$ cat src/rtl/gpio_irq_pkg.sv
package gpio_irq_pkg;
  localparam int unsigned SEL_W = 3;

  typedef enum logic [SEL_W-1:0] {
    SEL_TYPE = 3'd0,
    SEL_POL  = 3'd1,
    SEL_ANY  = 3'd2,
    SEL_MASK = 3'd3,
    SEL_ACK  = 3'd4
  } reg_sel_e;
endpackage

$ cat src/rtl/gpio_irq_sync.sv
module gpio_irq_sync #(
  parameter int unsigned NPIN = 32
) (
  input  logic            clk,
  input  logic            rst_n,
  input  logic [NPIN-1:0] raw_i,
  output logic [NPIN-1:0] sync_o
);
  logic [NPIN-1:0] meta_q;
  logic [NPIN-1:0] sync_q;

  always_ff @(posedge clk or negedge rst_n) begin
    if (!rst_n) begin
      meta_q <= '0;
      sync_q <= '0;
    end else begin
      meta_q <= raw_i;
      sync_q <= meta_q;
    end
  end

  assign sync_o = sync_q;


  sync_delay_chk: assert property (@(posedge clk) disable iff (!rst_n)
    ($past(rst_n) |=> (sync_o == $past(raw_i, 2))));
endmodule

$ cat src/rtl/gpio_irq_cfg.sv
module gpio_irq_cfg
  import gpio_irq_pkg::*;
#(
  parameter int unsigned NPIN = 32
) (
  input  logic             clk,
  input  logic             rst_n,
  input  logic             wr_en,
  input  logic [SEL_W-1:0] wr_sel,
  input  logic [NPIN-1:0]  wr_data,
  output logic [NPIN-1:0]  type_o,
  output logic [NPIN-1:0]  pol_o,
  output logic [NPIN-1:0]  any_o,
  output logic [NPIN-1:0]  mask_o,
  output logic [NPIN-1:0]  ack_o
);
  reg_sel_e        sel;
  logic [NPIN-1:0] type_q, pol_q, any_q, mask_q;
  logic            wr_mask;

  assign sel     = reg_sel_e'(wr_sel);
  assign wr_mask = wr_en && (sel == SEL_MASK);

  always_ff @(posedge clk or negedge rst_n) begin
    if (!rst_n) begin
      type_q <= '0;
      pol_q  <= '1;
      any_q  <= '0;
      mask_q <= '1;
    end else if (wr_en) begin
      case (sel)
        SEL_TYPE: type_q <= wr_data;
        SEL_POL:  pol_q  <= wr_data;
        SEL_ANY:  any_q  <= wr_data;
        SEL_MASK: mask_q <= wr_data;
        default:  ;
      endcase
    end
  end

  assign ack_o  = (wr_en && sel == SEL_ACK) ? wr_data : '0;
  assign type_o = type_q;
  assign pol_o  = pol_q;
  assign any_o  = any_q;
  assign mask_o = mask_q;


  mask_hold_chk: assert property (@(posedge clk) disable iff (!rst_n)
    (!wr_mask |=> $stable(mask_o)));

  mask_load_chk: assert property (@(posedge clk) disable iff (!rst_n)
    (wr_mask |=> (mask_o == $past(wr_data))));
endmodule

$ cat src/rtl/gpio_irq_detect.sv
module gpio_irq_detect #(
  parameter int unsigned NPIN = 32
) (
  input  logic            clk,
  input  logic            rst_n,
  input  logic [NPIN-1:0] sync_i,
  input  logic [NPIN-1:0] type_i,
  input  logic [NPIN-1:0] pol_i,
  input  logic [NPIN-1:0] any_i,
  input  logic [NPIN-1:0] ack_i,
  output logic [NPIN-1:0] set_o,
  output logic [NPIN-1:0] status_o
);
  logic [NPIN-1:0] prev_q;
  logic [NPIN-1:0] status_q;
  logic [NPIN-1:0] edge_hit;
  logic [NPIN-1:0] level_hit;

  function automatic logic edge_event(input logic cur, input logic old,
                                      input logic pol, input logic any);
    logic up, down;
    up   = cur & ~old;
    down = ~cur & old;
    if (any) return up | down;
    return pol ? up : down;
  endfunction

  function automatic logic level_event(input logic cur, input logic pol);
    return ~(cur ^ pol);
  endfunction

  for (genvar i = 0; i < NPIN; i++) begin : g_pin
    assign edge_hit[i]  = edge_event(sync_i[i], prev_q[i], pol_i[i], any_i[i]);
    assign level_hit[i] = level_event(sync_i[i], pol_i[i]);
    assign set_o[i]     = type_i[i] ? edge_hit[i] : level_hit[i];
  end

  always_ff @(posedge clk or negedge rst_n) begin
    if (!rst_n) begin
      prev_q   <= '0;
      status_q <= '0;
    end else begin
      prev_q   <= sync_i;
      status_q <= set_o | (status_q & ~ack_i);
    end
  end

  assign status_o = status_q;


  set_wins_chk: assert property (@(posedge clk) disable iff (!rst_n)
    (1'b1 |=> ((status_o & $past(set_o)) == $past(set_o))));

  clear_by_ack_chk: assert property (@(posedge clk) disable iff (!rst_n)
    (1'b1 |=> ((~status_o & $past(status_o) & ~$past(ack_i)) == '0)));

  rise_by_cond_chk: assert property (@(posedge clk) disable iff (!rst_n)
    (1'b1 |=> ((status_o & ~$past(status_o) & ~$past(set_o)) == '0)));
endmodule

$ cat src/rtl/gpio_irq_bank.sv
module gpio_irq_bank
  import gpio_irq_pkg::*;
#(
  parameter int unsigned NPIN = 32
) (
  input  logic             clk,
  input  logic             rst_n,
  input  logic [NPIN-1:0]  pin_in,
  input  logic             wr_en,
  input  logic [SEL_W-1:0] wr_sel,
  input  logic [NPIN-1:0]  wr_data,
  output logic [NPIN-1:0]  status_o,
  output logic             irq_o
);
  logic [NPIN-1:0] pin_sync;
  logic [NPIN-1:0] cfg_type, cfg_pol, cfg_any, cfg_mask, ack_vec;
  logic [NPIN-1:0] set_vec;
  logic [NPIN-1:0] live;

  gpio_irq_sync #(.NPIN(NPIN)) u_sync (
    .clk(clk), .rst_n(rst_n), .raw_i(pin_in), .sync_o(pin_sync)
  );

  gpio_irq_cfg #(.NPIN(NPIN)) u_cfg (
    .clk(clk), .rst_n(rst_n), .wr_en(wr_en), .wr_sel(wr_sel),
    .wr_data(wr_data), .type_o(cfg_type), .pol_o(cfg_pol),
    .any_o(cfg_any), .mask_o(cfg_mask), .ack_o(ack_vec)
  );

  gpio_irq_detect #(.NPIN(NPIN)) u_det (
    .clk(clk), .rst_n(rst_n), .sync_i(pin_sync), .type_i(cfg_type),
    .pol_i(cfg_pol), .any_i(cfg_any), .ack_i(ack_vec),
    .set_o(set_vec), .status_o(status_o)
  );

  assign live  = status_o & ~cfg_mask;
  assign irq_o = |live;


  masked_latch_chk: assert property (@(posedge clk) disable iff (!rst_n)
    ((set_vec & cfg_mask) != '0 |=> (status_o & $past(set_vec & cfg_mask)) != '0));

  unmask_raise_chk: assert property (@(posedge clk) disable iff (!rst_n)
    ($fell(|(status_o & cfg_mask)) && $stable(status_o) |-> irq_o));
endmodule

$ cat config.mk
export PLATFORM = sky130hd
export DESIGN_NAME = gpio_irq_bank
export DESIGN_NICKNAME = d
export VERILOG_FILES = /design/src/rtl/gpio_irq_pkg.sv /design/src/rtl/gpio_irq_sync.sv /design/src/rtl/gpio_irq_cfg.sv /design/src/rtl/gpio_irq_detect.sv /design/src/rtl/gpio_irq_bank.sv
export SDC_FILE = /design/constraint.sdc
export NUM_CORES = 1
export LEC_CHECK = 0
export ABC_AREA = 0
export BUFFER_PORTS_ARGS = -buffer_cell sky130_fd_sc_hd__buf_2
export CAP_MARGIN = 10
export CORE_MARGIN = 2
export CORE_UTILIZATION = 53
export DETAILED_ROUTE_END_ITERATION = 10
export MAX_ROUTING_LAYER = met4
export PLACE_DENSITY = 0.77
export SETUP_SLACK_MARGIN = 0.2
export SLEW_MARGIN = 10
export SYNTH_ARGS = -nofsm -noshare
export SYNTH_HDL_FRONTEND = slang
export SYNTH_SLANG_ARGS = --single-unit
$ cat constraint.sdc
create_clock -name clk -period 1.6 [get_ports clk]
set_clock_uncertainty 0.2 [all_clocks]
set_input_delay 0.32 -clock clk [delete_from_list [all_inputs] [get_ports clk]]
set_output_delay 0.32 -clock clk [all_outputs]
set_load 0.01 [all_outputs]
# ---- Yosys cells after proc, flatten, opt, wreduce, memory -nomap -nowiden
# Cells that the tools add are included.
dict set report totals {
  ramBits 0
  output_inout_bits 33
  input_bits 70
  memories 0
  rom_bits 0
  register_bits 256
  latchBits 0
  word_cells 409
}
dict set report op_classes {
  muxes 161
  eq_ne 4
  n_reduce_logical 7
  n_shift 0
  order_cmp 0
  n_div 0
  multipliers 0
  bitwise 229
  add_sub_neg 0
}
# operator n
set ops {}
lappend ops {{1-bit 2-to-1 mux} 160}
lappend ops {{1-bit NOT} 96}
lappend ops {{1-bit AND} 64}
lappend ops {{32-bit AND} 2}
lappend ops {{32-bit NOT} 2}
lappend ops {{32-bit 2-to-1 mux} 1}
lappend ops {{1-bit bitwise OR} 32}
lappend ops {{32-bit bitwise OR} 1}
lappend ops {{32-bit OR reduction} 1}
lappend ops {{1-bit XOR} 32}
lappend ops {{2-bit AND reduction} 4}
lappend ops {{3-bit by 2-bit == test with 1-bit output, second input constant} 2}
lappend ops {{3-bit by 1-bit == test with 1-bit output, second input constant} 1}
lappend ops {{3-bit == test, second input constant} 1}
lappend ops {{3-bit logical NOT} 1}
lappend ops {{1-bit logical AND} 1}

# ---- Logic depth before layout (Yosys ltp)
# Gate-level depths: netlist of run 1.
dict set report depth {
  depth_word 7
  mapped_depth 6
  ltp_nobuf 6
}

# ---- Modules after synthesis
# Synthesis of run 1 repeated with hierarchy kept, for this count alone.
dict set report hier_totals {
  hier_cells 875
  area_unflattened_um2 11745.0
}
# module instances cells_each seq_area_each_um2 area_per_inst_um2
set modules_own_cells {}
lappend modules_own_cells {gpio_irq_cfg 1 310 3283.1 5127.4}
lappend modules_own_cells {gpio_irq_detect 1 448 1601.5 4764.6}
lappend modules_own_cells {gpio_irq_sync 1 64 1601.5 1601.5}
lappend modules_own_cells {gpio_irq_bank 1 53 0.0 251.5}

# ---- Least setup slack after synthesis of run 1
# OpenSTA, ideal clock, no wires.
dict set report synth_path {
  path_type {input-to-reg}
  startpoint {in wr_en}
  endpoint {reg u_cfg.type_q[10], in the netlist u_cfg.type_o[10]}
  arrival_ns 1.313
  cell_stages 4
  path_slack_ns -0.038
  setup_ns 0.125
  required_ns 1.275
  n_path_buf 1
  path_cell_list {nor2b_2 nor3b_2 buf_4 mux2_2}
}
dict set report synth_via {
  elab_chain_cells 1
}
# item line
set synth_rtl {}
lappend synth_rtl {{start: declaration} gpio_irq_bank.sv:9} ;# input logic wr_en,
lappend synth_rtl {{2-bit AND reduction (no line)} n/a}
lappend synth_rtl {{end signal: assignment} gpio_irq_cfg.sv:32} ;# SEL_TYPE: type_q <= wr_data;
lappend synth_rtl {{end: declaration} gpio_irq_cfg.sv:18} ;# logic [NPIN-1:0] type_q, pol_q, any_q, mask_q;
# Every way passes these cells.
# A chain may end at the register's enable or synchronous reset.

# ---- Worst setup path in the final report of run 1
dict set report layout_path {
  startpoint {reg u_cfg.mask_q[9], in the netlist u_cfg.mask_o[9]}
  endpoint {out irq_o}
}
dict set report layout_via {
  elab_chain_cells 3
}
# item line
set layout_rtl {}
lappend layout_rtl {{start: declaration} gpio_irq_cfg.sv:18}
lappend layout_rtl {{start signal: assignment} gpio_irq_cfg.sv:35} ;# SEL_MASK: mask_q <= wr_data;
lappend layout_rtl {{32-bit NOT} gpio_irq_bank.sv:36} ;# assign live = status_o & ~cfg_mask;
lappend layout_rtl {{32-bit AND} gpio_irq_bank.sv:36}
lappend layout_rtl {{32-bit OR reduction} gpio_irq_bank.sv:37} ;# assign irq_o = |live;
lappend layout_rtl {{end: declaration} gpio_irq_bank.sv:13} ;# output logic irq_o
# Every way passes these cells.

==> out/results.tsv, run 1 <==
stage	metric	value	unit
outcome	outcome	complete, but fails checks	
outcome	failing checks	negative setup slack	
critical_path	Crit path buffers/inverters	2	
yosys	top cell type by total area after synthesis	dfrtp_1	
drt	overall routed net length	25100	um
timing	final setup fails	46	
yosys	top cells by area in the synthesized netlist	dfrtp_1 44%, dfstp_2 16%, mux2_2 13%	
min_path	Hold WC Path Type	in2async	
power_and_ir_drop	static leakage	6.99	nW
grt	number of global-route vias before repair	7928	
drt	Post-route DRC	0	
timing	hold_ws	0.0739	ns
yosys	distinct cell type count after synthesis	24	
grt	pin count of the biggest net entering global routing	38	
run	max-cap check violation count	0	
timing	crit path setup slack, layout	-0.771	ns
timing	max-slew violation count	0	
yosys	Post-Synthesis Cell Area	10800	um2
timing	slew margin rel.	0.769	
critical_path	Slowest-stage cell, CP	dfstp_2	
drt	vias post-DR	7300	
timing	Worst-Margin Slew	0.347	ns
finish	most common cell after layout, fill and taps aside	dfrtp_1	
critical_path	Largest stage delay, worst path	0.53	ns
drt	average routed wire per standard cell	17.8	um
grt	Overflow after GRT	0	
placed_design	IO buf count	102	
timing	setup TNS	-3.23	ns
yosys	synthesized instance count	813	
timing	min cycle time layout	2.37	ns
grt	gr usage total	0.236	
finish	Fill cells	1240	
yosys	Synth Net Count	947	
die	Rows	52	
critical_path	delay-heaviest family, CP	flip-flops	
timing	RSZ-0062 raised after global routing	yes	
timing	f_max	0.422	GHz
clock_tree	CTS max path bufs	3	
critical_path	Req. time, crit path	1.08	ns
yosys	Yosys reg bits	256	
timing	Final period util	1.48	
critical_path	endpoint class of the critical path	output port	
die	Ports	103	
yosys	register area share after synthesis	0.599	
placed_design	DPL Wire Length	14700	um
drt	Routed Antenna Nets	0	
clock_tree	Inserted Clock Buffers	27	
finish	synthesis-to-finish area growth	39.6	%
die	Core Box Area	20200	um2
grt	first-pass GRT wire length	40000	um
finish	ANT cells	0	
die	Die W	147	um
yosys	Synth top area share	0.444	
clock_tree	CTS tree	built	
finish	commonest cells after routing, fill and taps aside	192 x dfrtp_1, 98 x mux2_2, 86 x inv_1	
critical_path	critical path class	reg2out	
finish	share of layout cells above drive strength 1	0.493	
die	die footprint	21600	um2
drt	Pre-Repair DR Iteration Count	4	
clock_tree	Clock Tree Root	clkbuf_16	
clock_tree	Clk Latency, worst-skew pair	0.52	ns
critical_path	Worst EP arrival	1.85	ns
clock_tree	Num Clock Sinks	256	
critical_path	CP startpoint kind	flop	
die	Chip Height	147	um
finish	post-route cell area	15100	um2
yosys	yosys warns	0	
critical_path	CP Max Fanout	2	
placed_design	final RePlAce weighted congestion	0.779	
drt	Via density	5.18	
drt	DRC violation total after the first TritonRoute iteration	295	
placed_design	placed cell areas	12400	um2
finish	Nets	1254	
critical_path	worst path cell trace	o22ai_2 > nor4_2 > buf_4 > nand4_1 > buf_2	
clock_tree	clock slew at reported path FFs	0.06	ns
yosys	Syn Area/Cell	13.3	um2
grt	number of antenna violations at the first check in global routing	0	
power_and_ir_drop	VDD IR max	0.910	mV
timing	Hold Violations, Final	0	
power_and_ir_drop	PwrDens	1160	nW/um2
clock_tree	CTS H-tree depth	1	
die	Starting Density	0.537	
==> timing repair <==
item,CTS,global route
setup buffers,34,18
setup endpoints to repair,65,65
cloned,0,0
hold buffers,65,0
pin swaps,20,26
resized for setup,119,56
hold endpoints to repair,397,0
==> cell usage after synthesis (all sizes together) <==
| cell | count |
|---|---|
| inv | 96 |
| nand3 | 1 |
| buf | 15 |
| a211oi | 32 |
| nor3 | 1 |
| dfstp | 64 |
| clkbuf | 1 |
| a221o | 32 |
| dfrtp | 192 |
| nand4 | 1 |
| nand2 | 34 |
| nor4 | 4 |
| nor2b | 33 |
| o22ai | 16 |
| ha | 64 |
| nor2 | 33 |
| nor3b | 1 |
| xor2 | 32 |
| mux2 | 128 |
| and3b | 1 |
| a21oi | 32 |
==> registers in the layout, indices dropped and copies added (netlist names) <==
signal and cells:
u_sync.meta_q 32, u_cfg.any_o 32, u_det.status_o 32, u_cfg.type_o 32
u_cfg.pol_o 32, u_sync.sync_o 32, u_cfg.mask_o 32, u_det.prev_q 32
==> routing by layer <==
layer,track usage,part of all wire
met3,0.0323,0.035
met1,0.293,0.42
met5,-,0
met2,0.407,0.52
met4,0.0736,0.025
==> through the flow <==
step                      total power, mW   util  setup WS [ns]  cells
after floorplan                      9.84      -         0.0144    813
after global routing                 18.4  0.750         -0.849   1409
final                                17.5  0.750         -0.771   1409
after detailed placement             10.8  0.617         -0.308   1244
after CTS                            17.3  0.730         -0.843   1391
after global placement               10.7  0.617         -0.287   1244
==> cell families after synthesis <==
kind of cell / Yosys count / share of synthesized area
buf+inv: 112 / 0.0434
mux: 128 / 0.133
flops: 256 / 0.599
xor+xnor: 32 / 0.0259
simple gates: 109 / 0.0488
compound gates: 112 / 0.0758
fa+ha+maj: 64 / 0.0740
==> layout make-up <==
cell class / count / area [um2] / area share
Sequential cell: 256 / 6490 / 0.429
Timing Repair Buffer: 294 / 2620 / 0.173
Tap cell: 270 / 338 / 0.0223
Multi-Input combinational cell: 445 / 4460 / 0.295
Inverter: 96 / 360 / 0.0238
Clock inverter: 8 / 93.8 / 0.00621
Clock buffer: 40 / 764 / 0.0506
==> worst paths after layout <==
kind,startpoint,endpoint,slack (ns),cells past startpoint
worst min-delay path,rst_n,u_sync.sync_o[13],0.07,2
worst min register to register,u_sync.meta_q[1],u_sync.sync_o[1],0.14,0
min in group clk,u_sync.meta_q[1],u_sync.sync_o[1],0.14,0
max in group asynchronous,rst_n,u_cfg.pol_o[19],0.50,3
worst max-delay path,u_cfg.mask_o[9],irq_o,-0.77,5
worst max register to register,u_sync.sync_o[5],u_det.status_o[5],-0.07,6
==> report_power, final <==
group          internal, mW  switching [mW]  total (mW)
registers              7.66           0.862        8.52
logic                  1.78            1.18        2.96
clock network          3.61            2.46        6.07
total                  13.0            4.51        17.5
(Power assumes the default switching activity.)
==> run 2, diff against run 1 <==
--- a/config.mk
+++ b/config.mk
@@ -13,6 +13,7 @@
 export DETAILED_ROUTE_END_ITERATION = 10
 export MAX_ROUTING_LAYER = met4
 export PLACE_DENSITY = 0.77
+export RECOVER_POWER = 100
 export SETUP_SLACK_MARGIN = 0.2
 export SLEW_MARGIN = 10
 export SYNTH_ARGS = -nofsm -noshare
==> constraint.sdc (replaced) <==
create_clock -name clk -period 1.6 [get_ports clk]
set_clock_uncertainty 0.2 [all_clocks]
set_input_delay 0.08 -clock clk [delete_from_list [all_inputs] [get_ports clk]]
set_output_delay 0.08 -clock clk [all_outputs]
set_load 0.01 [all_outputs]
==> run 2 against run 1 <==
The run ends with negative hold slack, max-capacitance violations, max-slew violations, negative setup slack left; power decreased by 2.7%; hold slack got worse by 0.083 ns; highest routed layer unchanged; critical endpoint unchanged; via count fell by 1.6%; count of clock-buffer cells in the layout is 2 higher; final area shrank 5.0%; first-iteration DRC count decreased by 2.4%; sequential cell count unchanged; setup slack gained 0.15 ns; die area unchanged.
==> out/results.tsv, run 2 (synthesized netlist as in run 1, its figures left out) <==
stage	metric	value	unit	change
outcome	outcome	complete, but fails checks		unchanged
outcome	failing checks	negative hold slack, max-capacitance violations, max-slew violations, negative setup slack		was negative setup slack
placed_design	DPL Wire Length	14400	um	was 14700 um
finish	synthesis-to-finish area growth	32.7	%	was 39.6%
run	max-cap check violation count	1		was 0
grt	number of antenna violations at the first check in global routing	0		unchanged
clock_tree	Clock Tree Root	clkbuf_16		unchanged
die	die footprint	21600	um2	unchanged
drt	Via density	5.17		was 5.18
drt	overall routed net length	24400	um	was 25100 um
drt	Post-route DRC	0		unchanged
timing	crit path setup slack, layout	-0.620	ns	was -0.771 ns
clock_tree	Num Clock Sinks	256		unchanged
critical_path	endpoint class of the critical path	output port		unchanged
die	Chip Height	147	um	unchanged
drt	Pre-Repair DR Iteration Count	4		unchanged
critical_path	Slowest-stage cell, CP	dfstp_2		unchanged
timing	slew margin rel.	-0.00657		was 0.769
power_and_ir_drop	static leakage	6.54	nW	was 6.99 nW
timing	final setup fails	35		was 46
power_and_ir_drop	switching share of power	0.260		was 0.257
timing	Hold Violations, Final	3		was 0
finish	share of layout cells above drive strength 1	0.404		was 0.493
finish	ANT cells	0		unchanged
grt	number of global-route vias before repair	7727		was 7928
timing	min cycle time layout	2.22	ns	was 2.37 ns
finish	commonest cells after routing, fill and taps aside	192 x dfrtp_1, 125 x mux2_2, 92 x dlygate4sd3_1		was 192 x dfrtp_1, 98 x mux2_2, 86 x inv_1
placed_design	IO buf count	102		unchanged
timing	max-slew violation count	46		was 0
critical_path	Req. time, crit path	1.32	ns	was 1.08 ns
grt	first-pass GRT wire length	39000	um	was 40000 um
power_and_ir_drop	register share of total power	0.498		was 0.485
drt	Routed Antenna Nets	0		unchanged
critical_path	CP Max Fanout	2		unchanged
drt	vias post-DR	7185		was 7300
timing	Worst-Margin Slew	1.51	ns	was 0.347 ns
grt	Overflow after GRT	0		unchanged
placed_design	final RePlAce weighted congestion	0.792		was 0.779
clock_tree	clock slew at reported path FFs	0.06	ns	about the same
critical_path	Worst EP arrival	1.94	ns	was 1.85 ns
critical_path	end point of the critical path	irq_o		unchanged
power_and_ir_drop	NetSw	4.44	mW	was 4.51 mW
drt	DRC violation total after the first TritonRoute iteration	288		was 295
timing	f_max	0.450	GHz	was 0.422 GHz
grt	gr usage total	0.231		was 0.236
die	Rows	52		unchanged
clock_tree	CTS tree	built		unchanged
min_path	Hold WC Path Type	in2reg		was in2async
die	Ports	103		unchanged
critical_path	CP startpoint kind	flop		unchanged
critical_path	Worst setup startpoint	u_cfg.mask_o[16]		was u_cfg.mask_o[9]
critical_path	r2r startpoint	u_sync.sync_o[4]		was u_sync.sync_o[5]
finish	post-layout util	0.712		was 0.750
power_and_ir_drop	internal power	12.6	mW	was 13.0 mW
power_and_ir_drop	PwrDens	1190	nW/um2	was 1160 nW/um2
critical_path	FF-to-FF path depth	6		unchanged
finish	post-route cell area	14400	um2	was 15100 um2
clock_tree	CTS H-tree depth	1		unchanged
timing	RSZ-0062 raised after global routing	yes		unchanged
drt	average routed wire per standard cell	17.5	um	was 17.8 um
critical_path	Worst R2R End	u_det.status_o[4]		was u_det.status_o[5]
critical_path	reg2reg setup slack	-0.08	ns	was -0.07 ns
die	Die W	147	um	unchanged
power_and_ir_drop	combinational share of power	0.150		was 0.169
finish	Nets	1232		was 1254
critical_path	critical path class	reg2out		unchanged
power_and_ir_drop	VDD IR max	0.936	mV	was 0.910 mV
clock_tree	Inserted Clock Buffers	27		unchanged
finish	most common cell after layout, fill and taps aside	dfrtp_1		unchanged
timing	Final period util	1.39		was 1.48
clock_tree	Clk Latency, worst-skew pair	0.53	ns	was 0.52 ns
placed_design	Place WS	-0.304	ns	was -0.308 ns
die	Core Box Area	20200	um2	unchanged
timing	hold_ws	-0.00936	ns	was 0.0739 ns
grt	pin count of the biggest net entering global routing	52		was 38
clock_tree	CTS max path bufs	3		unchanged
power_and_ir_drop	Clock Power Share	0.352		was 0.346
critical_path	Largest stage delay, worst path	0.56	ns	was 0.53 ns
die	Starting Density	0.537		unchanged
timing	setup TNS	-2.22	ns	was -3.23 ns
critical_path	worst path cell trace	o22ai_4 > nor4_4 > buf_4 > nand4_1 > buf_2		was o22ai_2 > nor4_2 > buf_4 > nand4_1 > buf_2
placed_design	placed cell areas	12100	um2	was 12400 um2
## run 2: cell count changes in the layout (fill, tap and decap cells not counted), moves of 5 or more
cell / change
clkbuf_8: +5
inv_1: +5
dlygate4sd3_1: +27
clkbuf_1: +42
buf_4: -44
buf_6: -64
inv_2: -5
buf_12: -6
mux2_2: +27
clkbuf_4: +19
mux2_4: -30
clkbuf_2: +6
## run 2: cell type report
cell class,count,area [um2]
clock buffer,42,822
clock inverter,8,43.8
fill,1374,5800
inverter,96,360
multi-input combinational,445,4290
sequential,256,6490
tap,270,338
timing repair buffer,272,2020
## run 2: what timing repair did
item / in CTS / in global routing
endpoints found under the hold margin: 448 / 30
setup buffers: 22 / 15
gates cloned: 0 / 0
hold buffers: 91 / 1
pin swaps: 11 / 16
setup endpoints to repair: 37 / 49
resized for setup: 58 / 49
## run 2: power groups by stage
stage / logic [mW] / registers (mW) / clock network [mW]
floorplan: 1.41 / 8.31 / 0
global placement: 2.04 / 8.43 / 0
detailed placement: 2.13 / 8.49 / 0
CTS: 2.46 / 8.42 / 6.10
global route: 2.83 / 8.65 / 6.39
finish: 2.56 / 8.51 / 6.01
## run 2: worst min path at each step
stage | startpoint | cells after the start | endpoint | slack [ns]
global placement | rst_n | 1 | u_sync.meta_q[28] | -0.16
CTS | rst_n | 2 | u_sync.meta_q[28] | -0.13
floorplan | rst_n | 0 | u_cfg.any_o[0] | -0.42
finish | wr_sel[1] | 5 | u_det.status_o[17] | -0.009
detailed placement | rst_n | 1 | u_sync.meta_q[28] | -0.16
global route | pin_in[10] | 2 | u_sync.meta_q[10] | 0.003
## run 2: per-stage QoR
| stage | instances | power, mW |
|---|---|---|
| 6_report | 1389 | 17.1 |
| 5_1_grt | 1389 | 17.9 |
| 4_1_cts | 1373 | 17.0 |
| 3_5_place_dp | 1210 | 10.6 |
| 3_3_place_gp | 1210 | 10.5 |
| 2_1_floorplan | 813 | 9.72 |
## run 2: routing by layer
layer | up-vias | global-route usage | routed length (um)
li1 | 3361 | - | -
met1 | 3654 | 0.279 | 10100
met2 | 116 | 0.409 | 12900
met3 | 54 | 0.0298 | 671
met4 | 0 | 0.0683 | 667
met5 | - | - | 0
## run 2: worst max-delay path: cells and delay by family, from the launching register on
kind | cells | cell delay [ns]
compound gates | 1 | 0.09
buf+inv | 2 | 0.35
flops | 1 | 0.56
simple gates | 2 | 0.43
==> run 3, diff against run 2 <==
--- a/config.mk
+++ b/config.mk
@@ -11,7 +11,6 @@
 export CORE_MARGIN = 2
 export CORE_UTILIZATION = 53
 export DETAILED_ROUTE_END_ITERATION = 10
-export MAX_ROUTING_LAYER = met4
 export PLACE_DENSITY = 0.77
 export RECOVER_POWER = 100
 export SETUP_SLACK_MARGIN = 0.2
==> run 3 against run 2 <==
Sequential cell count unchanged; die area unchanged; clock power about the same; fmax up 0.27%; the run still ends with negative hold slack, max-capacitance violations, max-slew violations, negative setup slack left.
==> out/results.tsv, run 3 (synthesized netlist as in run 1, its figures left out) <==
stage	metric	value	unit	change
clock_tree	CTS H-tree depth	1		unchanged
critical_path	FF-to-FF path depth	6		unchanged
finish	post-route cell area	14400	um2	about the same
finish	commonest cells after routing, fill and taps aside	192 x dfrtp_1, 125 x mux2_2, 92 x dlygate4sd3_1		unchanged
grt	gr usage total	0.224		was 0.231
clock_tree	Clock Tree Root	clkbuf_16		unchanged
clock_tree	CTS max path bufs	3		unchanged
outcome	outcome	complete, but fails checks		unchanged
critical_path	Worst EP arrival	1.93	ns	was 1.94 ns
placed_design	placed cell areas	12100	um2	unchanged
grt	first-pass GRT wire length	39000	um	about the same
drt	Via density	5.17		about the same
drt	Routed Antenna Nets	0		unchanged
critical_path	CP startpoint kind	flop		unchanged
power_and_ir_drop	VDD IR max	0.933	mV	was 0.936 mV
drt	average routed wire per standard cell	17.5	um	about the same
critical_path	Worst setup startpoint	u_cfg.mask_o[16]		unchanged
drt	overall routed net length	24300	um	was 24400 um
timing	Worst-Margin Slew	1.51	ns	about the same
die	Ports	103		unchanged
timing	crit path setup slack, layout	-0.614	ns	was -0.620 ns
die	Core Box Area	20200	um2	unchanged
die	Chip Height	147	um	unchanged
clock_tree	Num Clock Sinks	256		unchanged
finish	ANT cells	0		unchanged
timing	hold_ws	-0.00218	ns	was -0.00936 ns
grt	number of antenna violations at the first check in global routing	0		unchanged
critical_path	critical path class	reg2out		unchanged
timing	f_max	0.452	GHz	was 0.450 GHz
placed_design	IO buf count	102		unchanged
placed_design	Place WS	-0.304	ns	unchanged
grt	pin count of the biggest net entering global routing	52		unchanged
timing	RSZ-0062 raised after global routing	yes		unchanged
drt	vias post-DR	7175		was 7185
critical_path	end point of the critical path	irq_o		unchanged
clock_tree	clock slew at reported path FFs	0.06	ns	about the same
placed_design	DPL Wire Length	14400	um	unchanged
power_and_ir_drop	static leakage	6.54	nW	about the same
timing	Hold Violations, Final	1		was 3
critical_path	Req. time, crit path	1.32	ns	about the same
finish	synthesis-to-finish area growth	32.6	%	was 32.7%
run	max-cap check violation count	1		unchanged
critical_path	r2r startpoint	u_sync.sync_o[4]		unchanged
finish	Nets	1232		unchanged
timing	Final period util	1.38		was 1.39
finish	share of layout cells above drive strength 1	0.403		was 0.404
critical_path	reg2reg setup slack	-0.08	ns	about the same
power_and_ir_drop	PwrDens	1190	nW/um2	about the same
grt	number of global-route vias before repair	7739		was 7727
die	Rows	52		unchanged
finish	post-layout util	0.712		about the same
drt	Post-route DRC	0		unchanged
die	die footprint	21600	um2	unchanged
finish	Fill cells	1374		unchanged
drt	DRC violation total after the first TritonRoute iteration	257		was 288
finish	most common cell after layout, fill and taps aside	dfrtp_1		unchanged
clock_tree	CTS tree	built		unchanged
clock_tree	Inserted Clock Buffers	27		unchanged
grt	Overflow after GRT	0		unchanged
outcome	failing checks	negative hold slack, max-capacitance violations, max-slew violations, negative setup slack		unchanged
clock_tree	Clk Latency, worst-skew pair	0.53	ns	about the same
die	Die W	147	um	unchanged
timing	min cycle time layout	2.21	ns	was 2.22 ns
critical_path	endpoint class of the critical path	output port		unchanged
min_path	Hold WC Path Type	in2reg		unchanged
drt	Pre-Repair DR Iteration Count	4		unchanged
timing	final setup fails	34		was 35
placed_design	final RePlAce weighted congestion	0.781		was 0.792
critical_path	CP Max Fanout	2		unchanged
timing	max-slew violation count	46		unchanged
timing	slew margin rel.	-0.00841		was -0.00657
critical_path	Worst R2R End	u_det.status_o[4]		unchanged
die	Starting Density	0.537		unchanged
## run 3: cell counts in the layout (fill, tap and decap cells not counted)
Identical to the previous run, type by type.
## run 3: worst min-delay path by stage
stage,to,cells past startpoint,slack (ns),start
global route,u_sync.meta_q[10],2,0.003,pin_in[10]
CTS,u_sync.meta_q[28],2,-0.13,rst_n
global placement,u_sync.meta_q[28],1,-0.16,rst_n
finish,u_det.status_o[17],5,-0.002,wr_sel[1]
floorplan,u_cfg.any_o[0],0,-0.42,rst_n
detailed placement,u_sync.meta_q[28],1,-0.16,rst_n
## run 3: critical path: stages, from the launching register on
cell,delay [ns]
dfstp_2,0.56
o22ai_4,0.09
nor4_4,0.30
buf_4,0.17
nand4_1,0.13
buf_2,0.17
## run 3: area by class of cell
class / count / area (um2) / share of cell area
clock buffer: 42 / 822 / 0.0573
clock inverter: 8 / 43.8 / 0.00305
inverter: 96 / 360 / 0.0251
multi-input combinational: 445 / 4290 / 0.299
sequential: 256 / 6490 / 0.452
tap: 270 / 338 / 0.0235
timing repair buffer: 272 / 2020 / 0.141
## run 3: timing repair
item,4_1_cts,5_1_grt
endpoints found under the setup margin,37,49
hold endpoints to repair,448,30
resized for setup,58,48
hold buffers,91,1
pin swaps,11,16
setup buffers,22,15
## run 3: per-layer routing
layer	wire, um	vias to the layer above	global-route usage
met5	0	-	0
li1	-	3357	-
met1	10100	3650	0.280
met3	661	50	0.0298
met4	657	0	0.0683
met2	12900	118	0.408
## run 3: metrics by stage
stage	TNS (ns)	power, mW	std cells
after global placement	-0.294	10.5	1210
after CTS	-0.590	17.0	1373
after global routing	-45.41	17.9	1389
after detailed placement	-0.525	10.6	1210
final	-2.15	17.1	1389
after floorplan	0	9.72	813
## run 3: power by group
| part | internal, mW | leakage [nW] | total [mW] | switching [mW] |
|---|---|---|---|---|
| sequential | 7.65 | 2.85 | 8.50 | 0.851 |
| clock | 3.52 | 0.436 | 6.00 | 2.48 |
| combinational | 1.47 | 3.26 | 2.56 | 1.09 |
| total | 12.6 | 6.54 | 17.1 | 4.43 |
